$ cat src/rtl/adc_seq_pkg.sv
package adc_seq_pkg;
  typedef enum logic [1:0] {
    ST_IDLE    = 2'd0,
    ST_SAMPLE  = 2'd1,
    ST_CONVERT = 2'd2,
    ST_LOCK    = 2'd3
  } seq_state_t;

  localparam logic [2:0] TRIG_MANUAL = 3'b000;
  localparam logic [2:0] TRIG_AUTO   = 3'b111;
endpackage

$ cat src/rtl/adc_tad_div.sv
module adc_tad_div #(
  parameter int DIV_W = 6
) (
  input  logic             clk_i,
  input  logic             rst_ni,
  input  logic             en_i,
  input  logic [DIV_W-1:0] div_i,
  output logic             tick_o
);
  localparam int ACC_W = DIV_W + 2;

  logic [ACC_W-1:0] acc_q, acc_d;
  logic [ACC_W-1:0] limit, sum;
  logic             tick_q, tick_d;

  // half-step accumulator: two half-steps per clock, wrap at div+1 (min 2)
  always_comb begin
    limit = ACC_W'(div_i) + ACC_W'(1);
    if (limit < ACC_W'(2)) limit = ACC_W'(2);
    sum    = acc_q + ACC_W'(2);
    acc_d  = acc_q;
    tick_d = 1'b0;
    if (!en_i) begin
      acc_d = '0;
    end else if (sum >= limit) begin
      acc_d  = sum - limit;
      tick_d = 1'b1;
    end else begin
      acc_d = sum;
    end
  end

  always_ff @(posedge clk_i or negedge rst_ni) begin
    if (!rst_ni) begin
      acc_q  <= '0;
      tick_q <= 1'b0;
    end else begin
      acc_q  <= acc_d;
      tick_q <= tick_d;
    end
  end

  assign tick_o = tick_q;

  p_no_tick_disabled_r1: assert property (@(posedge clk_i) disable iff (!rst_ni)
    !en_i |=> !tick_o);
endmodule

$ cat src/rtl/adc_trig_sync.sv
module adc_trig_sync #(
  parameter int N = 3
) (
  input  logic         clk_i,
  input  logic         rst_ni,
  input  logic [N-1:0] trig_i,
  output logic [N-1:0] rise_o
);
  for (genvar g = 0; g < N; g++) begin : g_lane
    logic s1_q, s2_q, s3_q;
    always_ff @(posedge clk_i or negedge rst_ni) begin
      if (!rst_ni) begin
        s1_q <= 1'b0;
        s2_q <= 1'b0;
        s3_q <= 1'b0;
      end else begin
        s1_q <= trig_i[g];
        s2_q <= s1_q;
        s3_q <= s2_q;
      end
    end
    assign rise_o[g] = s2_q & ~s3_q;
  end
endmodule

$ cat src/rtl/adc_seq_core.sv
module adc_seq_core
  import adc_seq_pkg::*;
#(
  parameter int RES_W    = 10,
  parameter int CONV_TAD = 12,
  parameter int SAMC_W   = 5,
  parameter int N_EXT    = 3,
  parameter int LOCK_TAD = 2
) (
  input  logic              clk_i,
  input  logic              rst_ni,
  input  logic              en_i,
  input  logic              samp_set_i,
  input  logic              samp_clr_i,
  input  logic [2:0]        trig_sel_i,
  input  logic [SAMC_W-1:0] samc_i,
  input  logic              tad_tick_i,
  input  logic [N_EXT-1:0]  ext_rise_i,
  input  logic              cmp_bit_i,
  output logic              sampling_o,
  output logic              bit_strobe_o,
  output logic              done_o,
  output logic [RES_W-1:0]  result_o
);
  localparam int CONV_CW = $clog2(CONV_TAD + 1);
  localparam int CNT_W   = (SAMC_W + 1 > CONV_CW) ? SAMC_W + 1 : CONV_CW;

  seq_state_t        state_q, state_d;
  logic [CNT_W-1:0]  cnt_q, cnt_d;
  logic [RES_W-1:0]  shift_q, shift_d;
  logic [RES_W-1:0]  res_q, res_d;
  logic              done_q, done_d;
  logic              auto_mode, ext_mode, ext_hit;
  logic [CNT_W-1:0]  samc_eff;

  // trigger decode: codes 1..N_EXT pick an external lane
  always_comb begin
    auto_mode = (trig_sel_i == TRIG_AUTO);
    ext_mode  = 1'b0;
    ext_hit   = 1'b0;
    for (int i = 0; i < N_EXT; i++) begin
      if (trig_sel_i == 3'(i + 1)) begin
        ext_mode = 1'b1;
        ext_hit  = ext_rise_i[i];
      end
    end
    samc_eff = (samc_i == '0) ? CNT_W'(1) : CNT_W'(samc_i);
  end

  always_comb begin
    state_d = state_q;
    cnt_d   = cnt_q;
    shift_d = shift_q;
    res_d   = res_q;
    done_d  = 1'b0;
    unique case (state_q)
      ST_IDLE: begin
        if (samp_set_i) begin
          state_d = ST_SAMPLE;
          cnt_d   = '0;
        end
      end
      ST_SAMPLE: begin
        if (auto_mode) begin
          if (tad_tick_i) begin
            if (cnt_q + CNT_W'(1) >= samc_eff) begin
              state_d = ST_CONVERT;
              cnt_d   = '0;
            end else begin
              cnt_d = cnt_q + CNT_W'(1);
            end
          end
        end else if (ext_mode) begin
          if (ext_hit) begin
            state_d = ST_CONVERT;
            cnt_d   = '0;
          end
        end else if (samp_clr_i) begin
          state_d = ST_CONVERT;
          cnt_d   = '0;
        end
      end
      ST_CONVERT: begin
        if (tad_tick_i) begin
          if (cnt_q < CNT_W'(RES_W)) begin
            shift_d = {shift_q[RES_W-2:0], cmp_bit_i};
          end
          if (cnt_q == CNT_W'(CONV_TAD - 1)) begin
            res_d   = shift_d;
            done_d  = 1'b1;
            cnt_d   = '0;
            state_d = auto_mode ? ST_SAMPLE : ST_IDLE;
          end else begin
            cnt_d = cnt_q + CNT_W'(1);
          end
        end
      end
      ST_LOCK: begin
        if (tad_tick_i) begin
          if (cnt_q + CNT_W'(1) >= CNT_W'(LOCK_TAD)) begin
            state_d = ST_IDLE;
            cnt_d   = '0;
          end else begin
            cnt_d = cnt_q + CNT_W'(1);
          end
        end
      end
      default: state_d = ST_IDLE;
    endcase
    // enable low outranks every transition above
    if (!en_i) begin
      done_d = 1'b0;
      res_d  = res_q;
      if (state_q == ST_SAMPLE || state_q == ST_CONVERT) begin
        state_d = ST_LOCK;
        cnt_d   = '0;
      end else if (state_q == ST_IDLE) begin
        state_d = ST_IDLE;
      end
    end
  end

  always_ff @(posedge clk_i or negedge rst_ni) begin
    if (!rst_ni) begin
      state_q <= ST_IDLE;
      cnt_q   <= '0;
      shift_q <= '0;
      res_q   <= '0;
      done_q  <= 1'b0;
    end else begin
      state_q <= state_d;
      cnt_q   <= cnt_d;
      shift_q <= shift_d;
      res_q   <= res_d;
      done_q  <= done_d;
    end
  end

  assign sampling_o   = (state_q == ST_SAMPLE);
  assign bit_strobe_o = (state_q == ST_CONVERT) && tad_tick_i;
  assign done_o       = done_q;
  assign result_o     = res_q;

  // done only ends a conversion that saw its last strobe
  p_done_after_strobe_r4: assert property (@(posedge clk_i) disable iff (!rst_ni)
    done_o |-> $past(bit_strobe_o));
  // one-cycle done
  p_done_single_r4: assert property (@(posedge clk_i) disable iff (!rst_ni)
    done_o |=> !done_o);
  // abort never produces done
  p_abort_no_done_r7: assert property (@(posedge clk_i) disable iff (!rst_ni)
    !en_i |=> !done_o);
  // abort leaves the buffer untouched
  p_abort_keeps_buf_r7: assert property (@(posedge clk_i) disable iff (!rst_ni)
    !en_i |=> $stable(result_o));
  // lockout never goes straight to sampling
  p_lock_blocks_sample_r9: assert property (@(posedge clk_i) disable iff (!rst_ni)
    (state_q == ST_LOCK) |=> !sampling_o);
  // enable low with a pending auto-start never enters conversion
  p_abort_beats_auto_r8: assert property (@(posedge clk_i) disable iff (!rst_ni)
    (!en_i && sampling_o) |=> (state_q != ST_CONVERT));
endmodule

$ cat src/rtl/adc_seq_ctrl.sv
module adc_seq_ctrl #(
  parameter int RES_W    = 10,
  parameter int CONV_TAD = 12,
  parameter int DIV_W    = 6,
  parameter int SAMC_W   = 5,
  parameter int N_EXT    = 3
) (
  input  logic              clk_i,
  input  logic              rst_ni,
  input  logic              en_i,
  input  logic              samp_set_i,
  input  logic              samp_clr_i,
  input  logic [2:0]        trig_sel_i,
  input  logic [SAMC_W-1:0] samc_i,
  input  logic [DIV_W-1:0]  adcs_i,
  input  logic [N_EXT-1:0]  ext_trig_i,
  input  logic              cmp_bit_i,
  output logic              tad_tick_o,
  output logic              sampling_o,
  output logic              bit_strobe_o,
  output logic              done_o,
  output logic [RES_W-1:0]  result_o
);
  logic [1:0]       rst_sync_q;
  logic             rst_n;
  logic             tick;
  logic [N_EXT-1:0] ext_rise;

  // asynchronous assert, synchronous release
  always_ff @(posedge clk_i or negedge rst_ni) begin
    if (!rst_ni) rst_sync_q <= 2'b00;
    else         rst_sync_q <= {rst_sync_q[0], 1'b1};
  end
  assign rst_n = rst_sync_q[1];

  adc_tad_div #(.DIV_W(DIV_W)) i_div (
    .clk_i  (clk_i),
    .rst_ni (rst_n),
    .en_i   (en_i),
    .div_i  (adcs_i),
    .tick_o (tick)
  );

  adc_trig_sync #(.N(N_EXT)) i_sync (
    .clk_i  (clk_i),
    .rst_ni (rst_n),
    .trig_i (ext_trig_i),
    .rise_o (ext_rise)
  );

  adc_seq_core #(
    .RES_W    (RES_W),
    .CONV_TAD (CONV_TAD),
    .SAMC_W   (SAMC_W),
    .N_EXT    (N_EXT)
  ) i_core (
    .clk_i        (clk_i),
    .rst_ni       (rst_n),
    .en_i         (en_i),
    .samp_set_i   (samp_set_i),
    .samp_clr_i   (samp_clr_i),
    .trig_sel_i   (trig_sel_i),
    .samc_i       (samc_i),
    .tad_tick_i   (tick),
    .ext_rise_i   (ext_rise),
    .cmp_bit_i    (cmp_bit_i),
    .sampling_o   (sampling_o),
    .bit_strobe_o (bit_strobe_o),
    .done_o       (done_o),
    .result_o     (result_o)
  );

  assign tad_tick_o = tick;
endmodule

$ cat config.mk
export PLATFORM = sky130hd
export DESIGN_NAME = adc_seq_ctrl
export DESIGN_NICKNAME = d
export VERILOG_FILES = /design/src/rtl/adc_seq_pkg.sv /design/src/rtl/adc_tad_div.sv /design/src/rtl/adc_trig_sync.sv /design/src/rtl/adc_seq_core.sv /design/src/rtl/adc_seq_ctrl.sv
export SDC_FILE = /design/constraint.sdc
export NUM_CORES = 1
export LEC_CHECK = 0
export ABC_AREA = 0
export BUFFER_PORTS_ARGS = -buffer_cell sky130_fd_sc_hd__buf_2
export CORE_ASPECT_RATIO = 0.9
export CORE_MARGIN = 5
export CORE_UTILIZATION = 55
export CTS_CLUSTER_SIZE = 28
export DETAILED_ROUTE_END_ITERATION = 8
export PLACE_DENSITY = 0.76
export SLEW_MARGIN = 15
export SYNTH_ARGS = -nofsm -noshare
export SYNTH_HDL_FRONTEND = slang
export SYNTH_HIERARCHICAL = 1
export SYNTH_SLANG_ARGS = --single-unit
export TNS_END_PERCENT = 30
$ cat constraint.sdc
create_clock -name clk_i -period 4.1 [get_ports clk_i]
set_input_delay 0.615 -clock clk_i [delete_from_list [all_inputs] [get_ports clk_i]]
set_output_delay 0.615 -clock clk_i [all_outputs]
set_load 0.005 [all_outputs]
# --- Word-level counts from Yosys, hierarchy flattened ---
# Cells that the tools add are included.
word_totals:
  ff_bits: 49
  input_bits: 23
  output_inout_bits: 14
  elab_cells: 93
classes:
  add_sub_neg: 4
  n_lt_le_gt_ge: 5
  n_eq_ne: 8
  mux: 47
  bitwise_logic: 6
  reduce_logical: 6
ops:
  columns: ["op", "n"]
  rows:
  - ["$mux W6", 13]
  - ["$mux W2", 14]
  - ["$mux W8", 3]
  - ["$pmux W6 S4", 1]
  - ["$mux W1", 13]
  - ["$mux W10", 1]
  - ["$add A8 B2 Y8 const B", 1]
  - ["$ge A8 B8 Y1", 1]
  - ["$lt A8 B2 Y1 const B", 1]
  - ["$pmux W2 S4", 1]
  - ["$sub A8 B8 Y8", 1]
  - ["$add A6 B1 Y7 const B", 1]
  - ["$add A6 B1 Y6 const B", 1]
  - ["$eq A3 B2 Y1 const B", 2]
  - ["$eq A6 B4 Y1 const B", 1]
  - ["$ge A6 B2 Y1 const B", 1]
  - ["$ge A6 B6 Y1", 1]
  - ["$lt A6 B4 Y1 const B", 1]
  - ["$logic_not A5 Y1", 1]
  - ["$mux W5", 1]
  - ["$eq A2 B2 Y1 const B", 2]
  - ["$reduce_and A4 Y1", 1]
  - ["$and A1 B1 Y1", 3]
  - ["$eq A3 B1 Y1 const B", 1]
  - ["other kinds (7)", 9]

# --- Logic depth before layout (Yosys ltp) ---
# Gate-level depths: netlist of the first run.
logic_depth:
  depth_word: 12
  mapped_depth: 13

# --- Hierarchy ---
# The synthesis of the first run kept the hierarchy.
by_module_without_submodules:
  columns: ["mod", "instances", "cells_per_inst", "area_each_um2"]
  rows:
  - ["adc_seq_core", 1, 232, 2090.8]
  - ["adc_tad_div", 1, 106, 937.1]
  - ["adc_trig_sync", 1, 12, 266.5]
  - ["adc_seq_ctrl", 1, 3, 53.8]

# --- Worst setup path after synthesis of the first run ---
# OpenSTA, ideal clock, no wires.
synth_path:
  path_type: "input port to flip-flop"
  start: "in adcs_i[0]"
  end: "reg i_div.acc_q[1]"
  setup_time_ns: 0.099
  arrival_ns: 2.820
  slack_ns: 1.181
  cell_stages: 13
  path_buffers: 0
  cell_sequence: "ha_1 > nand3_1 > o21ai_0 > nor4b_1 > a21oi_1 > ha_1 > inv_1 > fa_1 > a21o_1 > and3_1 > o221ai_4 > a21oi_1 > a311oi_1"
synth_via:
  elab_chain_cells: 6
  word_cells_on_any_way: 7
  classes_between: "2 x add/sub; 2 x order compare; 3 x mux"
synth_lines:
  columns: ["element", "line", "text"]
  rows:
  - ["start: declaration", "adc_seq_ctrl.sv:15", "input logic [DIV_W-1:0] adcs_i,"]
  - ["$add A6 B1 Y7 (*)", "adc_tad_div.sv:18", "limit = ACC_W'(div_i) + ACC_W'(1);"]
  - ["$lt A8 B2 Y1", "adc_tad_div.sv:19", "if (limit < ACC_W'(2)) limit = ACC_W'(2);"]
  - ["$mux W8 (*)", "adc_tad_div.sv:19", null]
  - ["$sub A8 B8 Y8 / $ge A8 B8 Y1 (equally long branches)", "adc_tad_div.sv:26, adc_tad_div.sv:25", null]
  - ["$mux W8 (*)", "adc_tad_div.sv:25", "end else if (sum >= limit) begin"]
  - ["$mux W8 (*)", "adc_tad_div.sv:23", "if (!en_i) begin"]
  - ["via i_div.acc_d[1]", "adc_tad_div.sv:12", "logic [ACC_W-1:0] acc_q, acc_d;"]
  - ["end signal: assignment", "adc_tad_div.sv:35", "acc_q <= '0;"]
  - ["end signal: assignment", "adc_tad_div.sv:38", "acc_q <= acc_d;"]
  - ["end: declaration", "adc_tad_div.sv:12", null]
# The timed path passes the listed nets; every way through them passes the cells marked *.
# A chain may end at the register's enable or synchronous reset.

# --- Final worst setup path of the first run ---
# Ends and elaborated chain as after synthesis.

==> impl_metrics.toml, run 1 <==
[run_status]
status = "completed"

[pwr]
p_int_mw = 1.24
switchingPower_mw = 0.844
combPwrFrac_pct = 47.3
p_per_area_nw_per_um2 = 567
irDropWorstVdd_v = 0.000352
p_leak_nw = 1.69
power_frac_clock_pct = 19.9
pwr-share-seq_pct = 32.7
sw_frac_of_total_pct = 40.6

[setup_path]
critPathTopFamily = "compound AO/OA/AOI/OAI gates"
crit_slowest_cell = "fa_1"
crit_path_start_kind = "primary input"
worstSetupEndpointType = "register"
critical_path.cell_chain = "buf_2, ha_1, o21ai_0, nor4b_1, nor2_1, fa_1, a21o_1, and3_1, o221ai_4, a21oi_1, a311oi_1"
worstSetupStartpoint = "adcs_i[0]"
cp.required_ns = 4.30
worstSetupPathType = "in -> reg"
r2r_start = "i_div/acc_q[1]"
crit_arrival_ns = 3.22
critPathBufInv = 1
critPathMaxStageDelay_ns = 0.45
cp_max_fo = 8
regToRegSetupSlack_ns = 1.35

[route]
drc = 0
viasPerCell = 6.09
postRouteAntennaNets = 0
drt-total-wl_mm = 7.24
wl_per_cell_um = 16.0
drt_iter0_drc = 130
drt_pass1_iterations = 4
num_vias = 2760

[clock_network]
cts_setup_buffers = 0
clkSinkCount = 49
cts-buffers-inserted = 5
cts_tree = "built"
cts.clk_slew.worst_paths_ns = 0.09
clock_latency_ns = 0.31
cts_buffer_depth = 2
holdBufCountCts = 0
cts_root_buf = "clkbuf_8"
cts_resized = 0
h-tree-depth = 2

[synthesis]
synthCells = 353
netlist.area_leader.share_pct = 36.6
ys_types = 67
synth_edf_count = 0
ys_warn_count = 6
ys_async_sr_fraction_pct = 100
yosys-top-cells-area = "dfrtp_1 37%, ha_1 7.5%, a21oi_1 4.5%, mux2_2 3.7%, mux2i_1 3.6%"
ys_ff_latch = 49
yosysSeqAreaShare_pct = 36.6
syn_nets = 397
synth_largest_area_cell = "dfrtp_1"
synth_flop_cell = "dfrtp_1"
synth.avg_cell_area_um2 = 9.49
synth_area_um2 = 3350

[sta]
tightestPinTransition_ns = 0.969
final_hold_viol_count = 0
finalCritPeriodShare_pct = 73.7
max_slew_margin_pct = 35.4
finalSetupViolations = 0
setup_tns_ns = 0
fin_crit_ns = 3.02
fmax_mhz = 331
finalClockSkew_ns = 0.00904
grt_setup_unrepaired = "no"
drv_slew = 0

[placement]
gp_congestion = 0.856
numPortBuffers = 36
dp_hpwl_mm = 5.30

[worst_hold_path]
min_path_type = "in -> async"

[floorplan]
die_h_um = 84.0
die_w_um = 92.2
start_util_pct = 55.7
fp.dieArea_um2 = 7750
io-pin-count = 37
rows = 27
core_area_um2 = 6010

[layout]
areaGrowthSynthToFinish_pct = 9.53
utilization_pct = 61.0
seq_area_um2 = 1230
fill_cells = 510
final_nets = 424
multi_input_area_um2 = 1960
antenna_cells = 0
drive_gt1_share_pct = 18.4

[global_route]
grt_use_total_pct = 19.4
grt_pass1_vias = 2651
grt_max_degree = 48
antenna_found_initial = 0
grt_pass1_wl_mm = 12.3
grt_overflow = 0

[job]
drv_cap = 0
## state kept, by name, summed over array words and instances (netlist names)
name and count:
rst_sync_q 2, i_core/result_o 10, i_core/done_o 1, i_div/acc_q 8
i_sync/g_lane.s3_q 3, i_div/tick_o 1, i_core/cnt_q 6, i_core/shift_q 10
i_core/state_q 2, i_sync/g_lane.s2_q 3, i_sync/g_lane.s1_q 3
## final timing paths
path	endpoint	cells past startpoint
worst max-delay path	i_div/acc_q[1]	11
worst min-delay path	rst_sync_q[1]	1
worst max register to register	i_div/acc_q[1]	9
worst min register to register	i_sync/g_lane[1].s2_q	0
max in group asynchronous	i_div/acc_q[4]	0
min in group clk_i	i_sync/g_lane[1].s2_q	0
## metrics by stage
| step | cells | instance area [µm²] | total power [mW] | hold WS [ns] | setup WS (ns) |
|---|---|---|---|---|---|
| global route | 453 | 3670 | 2.23 | 0.0456 | 0.863 |
| global placement | 445 | 3530 | 1.61 | 0.332 | 0.954 |
| finish | 453 | 3670 | 2.08 | 0.0694 | 1.08 |
| detailed placement | 445 | 3530 | 1.65 | 0.336 | 0.791 |
| floorplan | 353 | 3350 | 1.44 | 0.319 | 1.18 |
| CTS | 453 | 3670 | 2.07 | 0.0581 | 1.12 |
## final cells by class
cell class                 count  share of cell area (%)
clock inverter                 3                    1.88
tap                           72                    2.46
sequential                    49                    33.5
timing repair buffer          36                    4.91
clock buffer                   5                    1.88
multi-input combinational    270                    53.6
inverter                      18                    1.84
## power groups by stage
stage          logic, mW  registers, mW  clock network, mW
2_1_floorplan      0.792          0.646                  0
3_3_place_gp       0.926          0.684                  0
3_5_place_dp       0.960          0.688                  0
4_1_cts            0.966          0.678              0.427
5_1_grt             1.08          0.698              0.448
6_report           0.984          0.680              0.414
## cell usage after synthesis, types with 3 or more instances
library cell and instances:
ha_1 20, o31ai_1 3, nor2b_4 3, a21o_1 4
nand3_1 18, nor3_1 7, o21ai_0 19, mux2i_1 12
and3_1 7, o22ai_1 3, inv_1 18, buf_2 6
nor2_1 22, nand2b_1 5, a31oi_1 3, clkbuf_1 6
xnor2_1 11, nor3b_1 3, nand4_1 4, a311oi_1 3
nor2b_1 6, buf_6 3, mux2_2 11, a21oi_1 30
a211oi_1 3, nand2_1 20, xor2_1 5, nor4b_1 4
dfrtp_1 49
## cell usage in the layout (no fill, tap or decap), types with 2 or more instances in the layout
cell type / instances
nand2_1: 20
a211oi_1: 3
o22ai_1: 3
nor2b_1: 6
a21oi_1: 30
mux2_2: 11
dfrtp_1: 48
and3_1: 7
xor2_1: 5
o31ai_1: 3
nand2b_1: 5
nor2_1: 22
buf_2: 36
a21o_1: 4
xnor2_1: 11
o2111ai_1: 2
a311oi_1: 3
nand4_1: 4
ha_1: 20
and3b_1: 2
nand3b_1: 2
inv_1: 18
o21ai_0: 19
nor4b_1: 4
nor3b_1: 3
o211ai_1: 2
o32ai_1: 2
a22oi_1: 2
mux2i_1: 12
clkbuf_8: 5
a31oi_1: 3
nand3_1: 18
nor2b_4: 3
bufinv_16: 2
nor3_1: 7
o21a_1: 2
## cell families after synthesis
group	after synthesis	synth area share (%)
AND/OR/NAND/NOR	112	18.6
multiplexers	23	7.29
AO/OA/AOI/OAI	97	20.4
other	1	0.112
flip-flops	49	36.6
XOR/XNOR	16	4.19
adder cells (fa/ha/maj)	21	8.07
buffers and inverters	34	4.71
## per-layer routing
metal | wire, µm | GRT usage [%] | up-vias
met5 | 0 | 0 | -
met4 | 82 | 6.21 | 0
met3 | 370 | 3.61 | 8
met2 | 3580 | 32.7 | 95
met1 | 3210 | 25.1 | 1305
li1 | - | - | 1352
Note: power is estimated with default switching activity, not from simulation.
==> inputs of run 2 (changes only) <==
--- a/config.mk
+++ b/config.mk
@@ -5,11 +5,11 @@
 export SDC_FILE = /design/constraint.sdc
 export NUM_CORES = 1
 export LEC_CHECK = 0
-export ABC_AREA = 0
+export ABC_AREA = 1
 export BUFFER_PORTS_ARGS = -buffer_cell sky130_fd_sc_hd__buf_2
 export CORE_ASPECT_RATIO = 0.9
 export CORE_MARGIN = 5
-export CORE_UTILIZATION = 55
+export CORE_UTILIZATION = 53
 export CTS_CLUSTER_SIZE = 28
 export DETAILED_ROUTE_END_ITERATION = 8
 export PLACE_DENSITY = 0.76
==> constraint.sdc (replaced) <==
create_clock -name clk_i -period 2.68 [get_ports clk_i]
set_input_delay 0.402 -clock clk_i [delete_from_list [all_inputs] [get_ports clk_i]]
set_output_delay 0.402 -clock clk_i [all_outputs]
set_load 0.005 [all_outputs]
==> run 2 against run 1 <==
Effect of this change:
- clock skew decreased by 0.0053 ns
- count of clock-buffer cells in the layout increased by 2
- critical endpoint is now i_div/acc_q[4]
- sequential power increased by 59%
- combinational power increased by 73%
==> impl_metrics.toml, run 2 <==
[floorplan]
die_w_um = 92.9
core_area_um2 = 6080
fp.dieArea_um2 = 7860
io-pin-count = 37
start_util_pct = 53.9
rows = 27
die_h_um = 84.6

[synthesis]
synth_edf_count = 0
synth_mux_area_share_pct = 0.611
yosys.cell_count.top_type = "nand2_1"
synth-xor-area-share_pct = 4.27
netlist.area_leader.share_pct = 37.4
synthCells = 446
ys_ff_latch = 49
synth_top_family_by_area = "simple AND/OR/NAND/NOR gates"
synth_flop_cell = "dfrtp_1"
ys_async_sr_fraction_pct = 100
yosys-top-cells-area = "dfrtp_1 37%, nand2_1 15%, ha_1 7.6%, inv_1 7.0%, o21ai_0 5.5%"
synth_area_um2 = 3280
synthAdderAreaFrac_pct = 8.24
synth_compound_area_share_pct = 11.0
yosysSeqAreaShare_pct = 37.4
syn_nets = 490
synth.avg_cell_area_um2 = 7.35
ys_types = 35
synth_largest_area_cell = "dfrtp_1"
yosys.area_share.simple_pct = 29.2
synthTopCellsByCount = "129 x nand2_1, 61 x inv_1, 49 x dfrtp_1"
ys_warn_count = 6

[clock_network]
cts.clk_slew.worst_paths_ns = 0.08
cts_tree = "built"
clkSinkCount = 49
cts_root_buf = "clkbuf_8"
cts-buffers-inserted = 5
cts_buffer_depth = 2
clock_latency_ns = 0.29
h-tree-depth = 2

[worst_hold_path]
holdCritStartpoint = "ext_trig_i[2]"
min_path_type = "in -> reg"
min_to = "i_sync/g_lane[2].s1_q"
holdPathStages = 1

[layout]
utilization_pct = 60.1
layout_commonest_cell = "nand2_1"
areaGrowthSynthToFinish_pct = 11.5
final_cell_area_um2 = 3650
fill_cells = 546
fin_cells = 558
final_nets = 529
antenna_cells = 0
layout_common_cells = "129 x nand2_1, 61 x inv_1, 48 x dfrtp_1"
drive_gt1_share_pct = 15.6

[placement]
numPortBuffers = 36
gp_congestion = 0.886
place_inst = 548
dp_hpwl_mm = 5.15
place_area_um2 = 3510

[run_status]
status = "completed"

[pwr]
p_per_area_nw_per_um2 = 909
power_frac_clock_pct = 16.2
irDropWorstVdd_v = 0.000703
combPwrFrac_pct = 51.2
sw_frac_of_total_pct = 44.5
p_int_mw = 1.84
switchingPower_mw = 1.48
p_leak_nw = 1.93
pwr-share-seq_pct = 32.6

[sta]
fin_crit_ns = 2.37
tightestPinTransition_ns = 0.991
finalCritPeriodShare_pct = 88.5
final_hold_viol_count = 0
max_slew_margin_pct = 33.9
drv_slew = 0
fmax_mhz = 422
finalClockSkew_ns = 0.00376
finalSetupViolations = 0
grt_setup_unrepaired = "no"

[route]
drc = 0
num_vias = 2836
viasPerCell = 5.08
wl_per_cell_um = 12.0
drt_pass1_iterations = 4
drt-total-wl_mm = 6.71
drt_iter0_drc = 170
postRouteAntennaNets = 0

[setup_path]
worstSetupPathType = "in -> reg"
cp_max_fo = 7
r2r_start = "i_div/acc_q[1]"
crit_path_start_kind = "primary input"
reg2reg_depth = 11
regToRegSetupSlack_ns = 0.34
r2r_end = "i_div/acc_q[4]"
cp.required_ns = 2.92
crit_arrival_ns = 2.61
worstSetupEndpointType = "register"
worstSetupStartpoint = "adcs_i[0]"

[global_route]
grt_use_total_pct = 18.4
antenna_found_initial = 0
grt_pass1_vias = 2746
grt_pass1_wl_mm = 12.1
grt_max_degree = 48
grt_overflow = 0

[job]
drv_cap = 0
[run 2: worst max path at each step]
stage,to,slack (ns),cells after the start
floorplan,i_div/acc_q[5],0.31,18
detailed placement,i_div/acc_q[4],-0.04,18
global placement,i_div/acc_q[6],0.07,17
CTS,i_div/acc_q[4],0.27,18
global route,i_div/acc_q[3],0.02,18
finish,i_div/acc_q[4],0.31,18
[run 2: area by class of cell]
type / instances / area [µm²] / area share, %
multi-input cells: 323 / 1760 / 48.2
well taps: 72 / 90.1 / 2.47
flip-flops and latches: 49 / 1230 / 33.6
inverters: 66 / 248 / 6.78
repair buffers: 40 / 213 / 5.82
clock buffers: 7 / 86.3 / 2.36
clock inverters: 1 / 30.0 / 0.822
[run 2: what timing repair did]
item | CTS | global route
gates resized for setup | 0 | 2
setup buffers | 0 | 1
endpoints found under the setup margin | 0 | 1
hold buffers | 1 | 0
hold endpoints to repair | 2 | 0
[run 2: metrics by stage]
step	setup TNS, ns	hold WS [ns]	setup slack, ns	total power [mW]
after detailed placement	-0.197	0.188	-0.0397	2.77
after floorplan	0	0.106	0.311	2.40
after global routing	0	0.195	0.0192	3.66
after CTS	0	0.201	0.272	3.32
after global placement	0	0.189	0.0683	2.72
final	0	0.208	0.310	3.32
[run 2: cell families (layout without fill, tap and decap cells)]
| group | Yosys count | after routing |
|---|---|---|
| simple gates | 218 | 218 |
| buf+inv | 74 | 114 |
| compound gates | 65 | 65 |
| flops | 49 | 49 |
| fa+ha+maj | 21 | 21 |
| xor+xnor | 16 | 16 |
| mux | 2 | 2 |
| other cells | 1 | 1 |
[run 2: power groups by stage]
stage | Combinational [mW] | Clock [mW] | Sequential [mW]
after floorplan | 1.36 | 0 | 1.04
after global placement | 1.63 | 0 | 1.09
after detailed placement | 1.67 | 0 | 1.10
after CTS | 1.69 | 0.553 | 1.08
after global routing | 1.96 | 0.585 | 1.12
final | 1.70 | 0.537 | 1.08
[run 2: critical path, cell delays in order]
cell     delay [ns]
buf_2          0.12
ha_1           0.22
nand2_1        0.06
inv_1          0.04
nand2_1        0.07
xnor2_1        0.11
inv_1          0.07
nand3_1        0.07
nor2_1         0.05
nor2_1         0.11
ha_1           0.15
inv_1          0.06
fa_2           0.36
nand4_1        0.13
nand3_2        0.14
a21oi_4        0.26
nand3_1        0.10
nand2_1        0.07
[run 2: routing by layer]
metal	part of all wire (%)	wire length (µm)	vias up	global-route usage (%)
li1	-	-	1487	-
met1	47	3160	1274	24.9
met2	46	3110	68	29.8
met3	5.4	362	7	3.32
met4	1.2	82	0	5.99
met5	0	0	-	0
==> inputs of run 3 (changes only) <==
--- a/config.mk
+++ b/config.mk
@@ -7,9 +7,11 @@
 export LEC_CHECK = 0
 export ABC_AREA = 1
 export BUFFER_PORTS_ARGS = -buffer_cell sky130_fd_sc_hd__buf_2
+export CAP_MARGIN = 5
 export CORE_ASPECT_RATIO = 0.9
 export CORE_MARGIN = 5
-export CORE_UTILIZATION = 53
+export CORE_UTILIZATION = 55
+export CTS_BUF_LIST = sky130_fd_sc_hd__clkbuf_2 sky130_fd_sc_hd__clkbuf_4 sky130_fd_sc_hd__clkbuf_8
 export CTS_CLUSTER_SIZE = 28
 export DETAILED_ROUTE_END_ITERATION = 8
 export PLACE_DENSITY = 0.76
==> constraint.sdc (replaced) <==
create_clock -name clk_i -period 2.8 [get_ports clk_i]
set_input_delay 0.42 -clock clk_i [delete_from_list [all_inputs] [get_ports clk_i]]
set_output_delay 0.42 -clock clk_i [all_outputs]
set_load 0.005 [all_outputs]
==> run 3 against run 2 <==
Effect of this change:
- register-to-register slack improved by 0.15 ns
- global-route usage decreased by 0.15 points
- sequential share of layout area increased by 0.22 points
- sequential power decreased by 4%
- first-iteration DRC count unchanged
- clock power decreased by 5.0%
- count of clock-buffer cells in the layout decreased by 1
- setup slack improved by 0.059 ns
- largest cell class unchanged
- highest routed layer unchanged
==> impl_metrics.toml, run 3 (same netlist as run 2, synthesis figures left out) <==
[route]
postRouteAntennaNets = 0
wl_per_cell_um = 12.2
drc = 0
drt_pass1_iterations = 4
viasPerCell = 5.16
drt-total-wl_mm = 6.78
num_vias = 2856
drt_iter0_drc = 170

[setup_path]
critPathTopFamily = "adder cells"
crit_path_start_kind = "primary input"
worstSetupPathType = "in -> reg"
crit_arrival_ns = 2.67
cp.required_ns = 3.04
worstSetupEndpointType = "register"
critical_path.cell_chain = "buf_2, ha_1, nand2_1, inv_1, nand2_1, xnor2_1, inv_1, nand3_1, nor2_1, nor2_1, ha_1, inv_1, fa_1, nand4_1, nand3_2, a21oi_4, nand3_1, nand2_1"
critPathMaxStageDelay_ns = 0.43
crit_slowest_cell = "fa_1"
critPathBufInv = 4
r2r_start = "i_div/acc_q[1]"
cp_max_fo = 7
worstSetupStartpoint = "adcs_i[0]"

[sta]
fin_crit_ns = 2.43
finalSetupViolations = 0
max_slew_margin_pct = 35.3
hold_slack_ns = 0.217
finalCritPeriodShare_pct = 86.8
fmax_mhz = 411
drv_slew = 0
finalClockSkew_ns = 0.00686
tightestPinTransition_ns = 0.970
final_hold_viol_count = 0
setup_tns_ns = 0
grt_setup_unrepaired = "no"

[layout]
multi_input_area_um2 = 1750
drive_gt1_share_pct = 15.1
final_cell_area_um2 = 3630
areaGrowthSynthToFinish_pct = 10.7
final_nets = 527
layout_commonest_cell = "nand2_1"
layout_common_cells = "129 x nand2_1, 61 x inv_1, 48 x dfrtp_1"
antenna_cells = 0
fill_cells = 508
seq_area_um2 = 1230

[pwr]
p_per_area_nw_per_um2 = 871
p_leak_nw = 1.92
irDropWorstVdd_v = 0.000787

[clock_network]
clkSinkCount = 49
cts_resized = 0
cts_root_buf = "clkbuf_8"
clock_latency_ns = 0.30
cts_buffer_depth = 2
cts_tree = "built"
cts.clk_slew.worst_paths_ns = 0.09
h-tree-depth = 2
cts-buffers-inserted = 5

[worst_hold_path]
min_path_type = "in -> reg"
holdCritStartpoint = "ext_trig_i[0]"

[global_route]
grt_use_total_pct = 18.3
grt_pass1_vias = 2605
grt_overflow = 0
grt_pass1_wl_mm = 11.8
grt_max_degree = 48
antenna_found_initial = 0

[run_status]
status = "completed"

[floorplan]
core_area_um2 = 5730
io-pin-count = 37
start_util_pct = 57.3
fp.dieArea_um2 = 7610
die_h_um = 83.2
rows = 26
die_w_um = 91.4

[job]
drv_cap = 0

[placement]
gp_congestion = 0.922
dp_hpwl_mm = 5.31
place_area_um2 = 3500
numPortBuffers = 36
## run 3: final cells by class
type	count	area share, %
well taps	70	2.41
clock inverters	2	1.07
clock buffers	6	2.10
inverters	66	6.83
flip-flops and latches	49	33.8
multi-input cells	323	48.3
repair buffers	38	5.45
## run 3: timing repair
item / CTS / global route
hold buffers: 1 / 0
setup buffers: 0 / 0
hold endpoints to repair: 2 / 0
## run 3: metal layers
layer	vias up	GRT usage, %	share of wire [%]	wire length (µm)
met5	-	0	0	0
met4	0	6.80	2.0	139
met3	11	3.16	5.9	401
met2	96	27.3	45	3070
met1	1269	26.3	47	3170
li1	1480	-	-	-
## run 3: worst reg2reg max path: stages, from the launching register on
cell and delay [ns]:
dfrtp_1 0.38, ha_1 0.24, nand3_1 0.15, xnor2_1 0.27, ha_1 0.33, nand2_1 0.10
inv_2 0.05, a21oi_2 0.19, nand3_2 0.13, a21oi_4 0.23, nand3_1 0.10, nand2_1 0.07
## run 3: per-stage QoR
| stage | power, mW | utilization, % | setup WS (ns) | cells |
|---|---|---|---|---|
| finish | 3.16 | 63.4 | 0.369 | 554 |
| global route | 3.46 | 63.4 | 0.147 | 554 |
| CTS | 3.17 | 63.4 | 0.371 | 554 |
| detailed placement | 2.65 | 61.2 | 0.0595 | 545 |
| global placement | 2.60 | 61.2 | 0.174 | 545 |
| floorplan | 2.30 | - | 0.413 | 446 |
## run 3: final timing paths
check	endpoint	slack (ns)	cells past startpoint
min in group asynchronous	rst_sync_q[1]	0.42	2
worst max register to register	i_div/acc_q[4]	0.49	11
worst max-delay path	i_div/acc_q[4]	0.37	18
max in group asynchronous	i_core/cnt_q[1]	1.76	0
worst min-delay path	i_sync/g_lane[0].s1_q	0.22	1
worst min register to register	rst_sync_q[1]	0.36	0
## run 3: power by group
group	internal (mW)	total (mW)	switching (mW)
Sequential	0.870	1.04	0.170
Combinational	0.595	1.61	1.02
Clock	0.278	0.510	0.232
